## src/rtl/cti_pkg.sv

```systemverilog
// Shared constants for the calendar timer interrupt controller.
// Assumes four flag sources, indexed as below, in every module.
package cti_pkg;
    localparam int NUM_PER = 8;   // periodic sources
    localparam int NUM_SRC = 4;   // flag sources
    localparam int NUM_FLD = 3;   // alarm fields
    localparam int SRC_PER = 0;
    localparam int SRC_ALM = 1;
    localparam int SRC_OVF = 2;
    localparam int SRC_CMP = 3;
    localparam int FLD_MIN = 0;
    localparam int FLD_HR  = 1;
    localparam int FLD_WD  = 2;
endpackage

```

## src/rtl/cti_periodic.sv

```systemverilog
// Merges the periodic strobes into one hit pulse.
// Assumes the strobes are single-cycle and already synchronous to clk.
module cti_periodic #(
    parameter int NUM = cti_pkg::NUM_PER
) (
    input  logic [NUM-1:0] en_i,
    input  logic [NUM-1:0] evt_i,
    input  logic           active_i,
    output logic           hit_o
);
    logic [NUM-1:0] gated;

    // Gate each strobe with its own enable bit.
    for (genvar k = 0; k < NUM; k++) begin : g_gate
        assign gated[k] = evt_i[k] & en_i[k];
    end

    // Any gated strobe produces a hit, but only while the mode and run allow it.
    always_comb begin
        hit_o = active_i & (|gated);
    end
endmodule

```

## src/rtl/cti_alarm_cmp.sv

```systemverilog
// Partial-field alarm comparator with edge detection.
// Assumes the time inputs are stable between counter updates.
// The event fires when the selected fields move into a match.
module cti_alarm_cmp #(
    parameter int MIN_W = 6,
    parameter int HR_W  = 5,
    parameter int WD_W  = 3
) (
    input  logic             clk,
    input  logic             rst_n,
    input  logic [MIN_W-1:0] cur_min_i,
    input  logic [HR_W-1:0]  cur_hr_i,
    input  logic [WD_W-1:0]  cur_wday_i,
    input  logic [MIN_W-1:0] alm_min_i,
    input  logic [HR_W-1:0]  alm_hr_i,
    input  logic [WD_W-1:0]  alm_wday_i,
    input  logic [cti_pkg::NUM_FLD-1:0] fld_en_i,
    output logic             match_o,
    output logic             rise_o
);
    import cti_pkg::*;

    logic [NUM_FLD-1:0] fld_eq;
    logic               match_q;

    // Compare each field separately.
    always_comb begin
        fld_eq[FLD_MIN] = (cur_min_i == alm_min_i);
        fld_eq[FLD_HR]  = (cur_hr_i == alm_hr_i);
        fld_eq[FLD_WD]  = (cur_wday_i == alm_wday_i);
    end

    // Unselected fields count as equal; with no field selected there is no match.
    always_comb begin
        match_o = (&(fld_eq | ~fld_en_i)) & (|fld_en_i);
        rise_o  = match_o & ~match_q;
    end

    // Remember the previous match state for edge detection.
    always_ff @(posedge clk) begin
        if (!rst_n) match_q <= 1'b0;
        else        match_q <= match_o;
    end

    p_no_field_r5: assert property (@(posedge clk) disable iff (!rst_n)
        (fld_en_i == '0) |-> !match_o);
endmodule

```

## src/rtl/cti_flag_bank.sv

```systemverilog
// Sticky flags: set by events, cleared by pulses; set wins over clear.
// Assumes the event and clear inputs are single-cycle pulses.
module cti_flag_bank #(
    parameter int N = cti_pkg::NUM_SRC
) (
    input  logic         clk,
    input  logic         rst_n,
    input  logic [N-1:0] set_i,
    input  logic [N-1:0] clr_i,
    output logic [N-1:0] flag_o
);
    for (genvar k = 0; k < N; k++) begin : g_flag
        logic f_q;

        // Hold the flag until it is cleared, giving priority to a new event.
        always_ff @(posedge clk) begin
            if (!rst_n)        f_q <= 1'b0;
            else if (set_i[k]) f_q <= 1'b1;
            else if (clr_i[k]) f_q <= 1'b0;
        end
        assign flag_o[k] = f_q;

        p_set_wins_r9: assert property (@(posedge clk) disable iff (!rst_n)
            set_i[k] |=> flag_o[k]);
        p_clear_r9: assert property (@(posedge clk) disable iff (!rst_n)
            (clr_i[k] && !set_i[k]) |=> !flag_o[k]);
    end
endmodule

```

## src/rtl/cti_irq_gen.sv

```systemverilog
// Registered request: OR of flags that are enabled and active in the mode.
// Assumes the enable and mode-active vectors use the flag indexing.
module cti_irq_gen #(
    parameter int N = cti_pkg::NUM_SRC
) (
    input  logic         clk,
    input  logic         rst_n,
    input  logic [N-1:0] flag_i,
    input  logic [N-1:0] en_i,
    input  logic [N-1:0] act_i,
    output logic         irq_o
);
    logic req_d;

    // Combine the qualified flags.
    always_comb begin
        req_d = |(flag_i & en_i & act_i);
    end

    // Register the request, adding one cycle of latency.
    always_ff @(posedge clk) begin
        if (!rst_n) irq_o <= 1'b0;
        else        irq_o <= req_d;
    end

    p_quiet_r11: assert property (@(posedge clk) disable iff (!rst_n)
        (flag_i == '0) |=> !irq_o);
endmodule

```

## src/rtl/caltmr_irq_ctrl.sv

```systemverilog
// Top of the calendar timer interrupt controller. Qualifies each event with
// run and mode, stores it in sticky flags and forms the registered request.
// Assumes that configuration is changed only while run_i is 0.
module caltmr_irq_ctrl #(
    parameter int MIN_W = 6,
    parameter int HR_W  = 5,
    parameter int WD_W  = 3
) (
    input  logic                         clk,
    input  logic                         rst_n,
    input  logic                         run_i,
    input  logic                         mode_cnt_i,
    input  logic [cti_pkg::NUM_PER-1:0]  per_en_i,
    input  logic [cti_pkg::NUM_PER-1:0]  per_evt_i,
    input  logic                         alm_irq_en_i,
    input  logic                         ovf_irq_en_i,
    input  logic                         cmp_irq_en_i,
    input  logic [MIN_W-1:0]             cur_min_i,
    input  logic [HR_W-1:0]              cur_hr_i,
    input  logic [WD_W-1:0]              cur_wday_i,
    input  logic [MIN_W-1:0]             alm_min_i,
    input  logic [HR_W-1:0]              alm_hr_i,
    input  logic [WD_W-1:0]              alm_wday_i,
    input  logic [cti_pkg::NUM_FLD-1:0]  alm_fld_en_i,
    input  logic                         ovf_i,
    input  logic                         cmp_i,
    input  logic [cti_pkg::NUM_SRC-1:0]  flag_clr_i,
    output logic                         per_flag_o,
    output logic                         alm_flag_o,
    output logic                         ovf_flag_o,
    output logic                         cmp_flag_o,
    output logic                         irq_o
);
    import cti_pkg::*;

    logic               cal_act;
    logic               cnt_act;
    logic               per_hit;
    logic               alm_match;
    logic               alm_rise;
    logic [NUM_SRC-1:0] evt;
    logic [NUM_SRC-1:0] flags;
    logic [NUM_SRC-1:0] req_en;
    logic [NUM_SRC-1:0] src_act;

    // Work out which mode is allowed to produce events.
    always_comb begin
        cal_act = run_i & ~mode_cnt_i;
        cnt_act = run_i & mode_cnt_i;
    end

    cti_periodic #(.NUM(NUM_PER)) per_i (
        .en_i    (per_en_i),
        .evt_i   (per_evt_i),
        .active_i(cal_act),
        .hit_o   (per_hit)
    );

    cti_alarm_cmp #(.MIN_W(MIN_W), .HR_W(HR_W), .WD_W(WD_W)) alm_i (
        .clk       (clk),
        .rst_n     (rst_n),
        .cur_min_i (cur_min_i),
        .cur_hr_i  (cur_hr_i),
        .cur_wday_i(cur_wday_i),
        .alm_min_i (alm_min_i),
        .alm_hr_i  (alm_hr_i),
        .alm_wday_i(alm_wday_i),
        .fld_en_i  (alm_fld_en_i),
        .match_o   (alm_match),
        .rise_o    (alm_rise)
    );

    // Collect the qualified events, plus the request enables and mode masks.
    always_comb begin
        evt[SRC_PER]     = per_hit;
        evt[SRC_ALM]     = alm_rise & cal_act;
        evt[SRC_OVF]     = ovf_i & cnt_act;
        evt[SRC_CMP]     = cmp_i & cnt_act;
        req_en[SRC_PER]  = |per_en_i;
        req_en[SRC_ALM]  = alm_irq_en_i;
        req_en[SRC_OVF]  = ovf_irq_en_i;
        req_en[SRC_CMP]  = cmp_irq_en_i;
        src_act[SRC_PER] = ~mode_cnt_i;
        src_act[SRC_ALM] = ~mode_cnt_i;
        src_act[SRC_OVF] = mode_cnt_i;
        src_act[SRC_CMP] = mode_cnt_i;
    end

    cti_flag_bank #(.N(NUM_SRC)) flg_i (
        .clk   (clk),
        .rst_n (rst_n),
        .set_i (evt),
        .clr_i (flag_clr_i),
        .flag_o(flags)
    );

    cti_irq_gen #(.N(NUM_SRC)) irq_i (
        .clk   (clk),
        .rst_n (rst_n),
        .flag_i(flags),
        .en_i  (req_en),
        .act_i (src_act),
        .irq_o (irq_o)
    );

    // Drive the flag outputs.
    always_comb begin
        per_flag_o = flags[SRC_PER];
        alm_flag_o = flags[SRC_ALM];
        ovf_flag_o = flags[SRC_OVF];
        cmp_flag_o = flags[SRC_CMP];
    end

    p_stopped_r8: assert property (@(posedge clk) disable iff (!rst_n)
        !run_i |=> ((flags & ~$past(flags)) == '0));
    p_ovf_cal_r7: assert property (@(posedge clk) disable iff (!rst_n)
        (!mode_cnt_i && !ovf_flag_o) |=> !ovf_flag_o);
    p_cmp_cal_r7: assert property (@(posedge clk) disable iff (!rst_n)
        (!mode_cnt_i && !cmp_flag_o) |=> !cmp_flag_o);
    p_per_cnt_r7: assert property (@(posedge clk) disable iff (!rst_n)
        (mode_cnt_i && !per_flag_o) |=> !per_flag_o);
    p_alm_fld_r4: assert property (@(posedge clk) disable iff (!rst_n)
        (!alm_match && !alm_flag_o) |=> !alm_flag_o);
endmodule

```

## config.mk

```make
export PLATFORM = sky130hd
export DESIGN_NAME = caltmr_irq_ctrl
export DESIGN_NICKNAME = d
export VERILOG_FILES = /design/src/rtl/cti_pkg.sv /design/src/rtl/cti_periodic.sv /design/src/rtl/cti_alarm_cmp.sv /design/src/rtl/cti_flag_bank.sv /design/src/rtl/cti_irq_gen.sv /design/src/rtl/caltmr_irq_ctrl.sv
export SDC_FILE = /design/constraint.sdc
export NUM_CORES = 1
export LEC_CHECK = 0
export ABC_AREA = 1
export BUFFER_PORTS_ARGS = -buffer_cell sky130_fd_sc_hd__buf_2
export CAP_MARGIN = 20
export CORE_AREA = 2 2 43 45
export CTS_BUF_LIST = sky130_fd_sc_hd__clkbuf_8
export DETAILED_ROUTE_END_ITERATION = 8
export DIE_AREA = 0 0 45 47
export PLACE_DENSITY = 0.83
export SETUP_SLACK_MARGIN = 0.15
export SYNTH_ARGS = -nofsm -noshare
export SYNTH_HDL_FRONTEND = slang
export SYNTH_SLANG_ARGS = --single-unit
```

## constraint.sdc

```tcl
create_clock -name clk -period 1.6 [get_ports clk]
set_clock_uncertainty 0.1 [all_clocks]
set_input_delay 0.16 -clock clk [delete_from_list [all_inputs] [get_ports clk]]
set_output_delay 0.16 -clock clk [all_outputs]
set_load 0.05 [all_outputs]
```

==> flow_metrics.py <==
metrics = {
    "worst_setup_path": {
        "crit_path_max_incr_delay_ns": 0.34,
        "start_kind": "register",
        "cpMaxStageDelayCell": "dfxtp_1",
        "arrival_ns": 0.84,
        "cp-end-kind": "output port",
        "cp_data_required_time_ns": 1.34,
        "cp_top_family": "flip-flops",
        "path_max_fanout": 3,
        "crit_type": "reg -> out",
        "path_cells": "buf_2",
        "path_buf_inv": 1,
    },
    "logic_synthesis": {
        "yosys_warnings": 0,
        "synth_most_common_cell": "nand2_1",
        "ys_types": 16,
        "yosysTopAreaCellShare": 0.293,
        "syn_inst": 117,
        "synth_ff_type": "dfxtp_1",
        "yosys_register_bits": 6,
        "yosys-top-cells-count": "nand2_1 (47), inv_1 (26), nor2_1 (17)",
        "syn_area_um2": 602,
        "synth.net_count": 177,
        "yosysSeqAreaShare": 0.200,
        "synth_area_leaders": "nand2_1 (29%), dfxtp_1 (20%), inv_1 (16%)",
        "synth_edf_count": 0,
        "avgSynthCellArea_um2": 5.14,
        "synth_top_cell_by_area": "nand2_1",
        "async_flop_share": 0,
    },
    "sta": {
        "finalMaxSlewViolations": 0,
        "setup_tns_ns": 0,
        "timing.final.ws_setup_ns": 0.501,
        "grt_setup_unrepaired": "no",
        "finalHoldViolations": 0,
        "period_share": 0.687,
        "max_freq_mhz": 910,
        "slew_headroom": 0.823,
        "setup_viol": 0,
        "final.min_clock_period_ns": 1.10,
        "worstMarginPinSlew_ns": 0.263,
    },
    "finish": {
        "drive_above_1_share": 0.375,
        "syn_to_final_growth_pct": 63.6,
        "fin_util": 0.596,
        "n_antenna_cell": 0,
        "multi_input_comb_area_um2": 384,
        "nFillCells": 173,
        "nNetsFinal": 246,
        "register_area_um2": 120,
    },
    "drt": {
        "num_vias": 924,
        "routed_wl_um": 1800,
        "viasPerCell": 4.60,
        "drc": 0,
        "dr.pass1.iters": 4,
        "wl_per_cell_um": 8.95,
        "postRouteAntennaNets": 0,
        "drt_iter0_markers": 22,
    },
    "clock_tree": {
        "clk_pin_slew_worst_paths_ns": 0.04,
        "cts_buffer_depth": 2,
        "cts_htree_levels": 1,
        "cts_resized": 0,
        "holdBufCountCts": 0,
        "cts_setup_buffers": 0,
        "numCtsBuffers": 3,
        "clockRootBuffer": "clkbuf_8",
        "clock_latency_ns": 0.22,
        "cts.sinks": 6,
        "cts_tree": "built",
    },
    "job": {
        "cap_violations": 0,
    },
    "global_routing": {
        "grt.total_usage": 0.177,
        "grt_pass1_wl_um": 2750,
        "grt_overflow": 0,
        "grt_max_degree": 5,
        "antenna_found_initial": 0,
        "first_global_vias": 795,
    },
    "power": {
        "powerDensity_mw_per_mm2": 579,
        "vdd_drop_max_uv": 303,
        "leakagePower_uw": 0.000672,
    },
    "placed_design": {
        "dp_slack_ns": 0.604,
        "gp_congestion": 0.615,
        "portBuffers": 64,
        "hpwlAfterDp_um": 1590,
    },
    "die": {
        "chipWidth_um": 45,
        "io_pins": 65,
        "die_h_um": 47,
        "row_count": 15,
        "die_area_mm2": 0.00212,
        "initial_core_util": 0.364,
        "coreArea_mm2": 0.00165,
    },
    "outcome": {
        "outcome": "finished, final reports clean",
    },
    "worst_hold_path": {
        "hp-class": "in -> reg",
    },
}
-- where the power goes --
part           switching (uW)  internal [uW]
Sequential               3.31            157
Clock                    59.0            161
Combinational            97.9           91.7
Total                     160            410
-- through the flow --
step	hold slack, ns	power (uW)	cells	area, um^2
final	0.0965	570	201	985
after global routing	0.109	618	201	985
after CTS	0.0962	577	201	985
after detailed placement	0.327	351	198	943
after global placement	0.318	343	198	943
after floorplan	0.204	251	117	602
-- cell families after synthesis --
logic type,Yosys count,synth area share
compound gates,9,0.0998
xor+xnor,2,0.0416
buf+inv,26,0.162
flops,6,0.200
simple gates,74,0.497
-- cell type report --
class,instances,share of cell area
Multi-Input combinational cell,85,0.390
Timing Repair Buffer,64,0.325
Sequential cell,6,0.122
Inverter,26,0.0991
Clock buffer,3,0.0419
Tap cell,17,0.0216
-- placed cells by master, fill, tap and decap left out, types with 3 or more instances in the layout --
| cell | Yosys | layout |
|---|---|---|
| buf_2 | 0 | 64 |
| nand2_1 | 47 | 47 |
| inv_1 | 26 | 26 |
| nor2_1 | 17 | 17 |
| dfxtp_1 | 6 | 6 |
| nand3_1 | 4 | 4 |
| nand4_1 | 4 | 4 |
| a21oi_1 | 4 | 4 |
| clkbuf_8 | 0 | 3 |
-- flip-flops by register name (all words and copies together), names as in the netlist --
register and cells:
flg_i.g_flag.f_q 4, alm_i.match_q 1, irq_i.irq_o 1
-- tightest hold or removal path: cells and delay by family --
family | cells | cell delay (ns)
compound gates | 1 | 0.05
buf+inv | 2 | 0.11
simple gates | 1 | 0.04
-- worst paths after layout --
path	depth (start not counted)	start	to	slack [ns]
hold reg to reg	2	flg_i.g_flag[2].f_q	flg_i.g_flag[2].f_q	0.38
setup / recovery	1	flg_i.g_flag[3].f_q	cmp_flag_o	0.50
setup reg to reg	2	flg_i.g_flag[2].f_q	irq_i.irq_o	0.70
hold / removal	4	flag_clr_i[2]	flg_i.g_flag[2].f_q	0.1
-- metal layers --
| metal | routed length, um | global-route usage | vias up |
|---|---|---|---|
| met5 | 0 | 0 | - |
| met4 | 15 | 0.0529 | 0 |
| met3 | 238 | 0.0500 | 2 |
| met2 | 847 | 0.357 | 57 |
| met1 | 697 | 0.172 | 376 |
| li1 | - | - | 489 |
No activity file was read; power rests on OpenSTA's default activity.
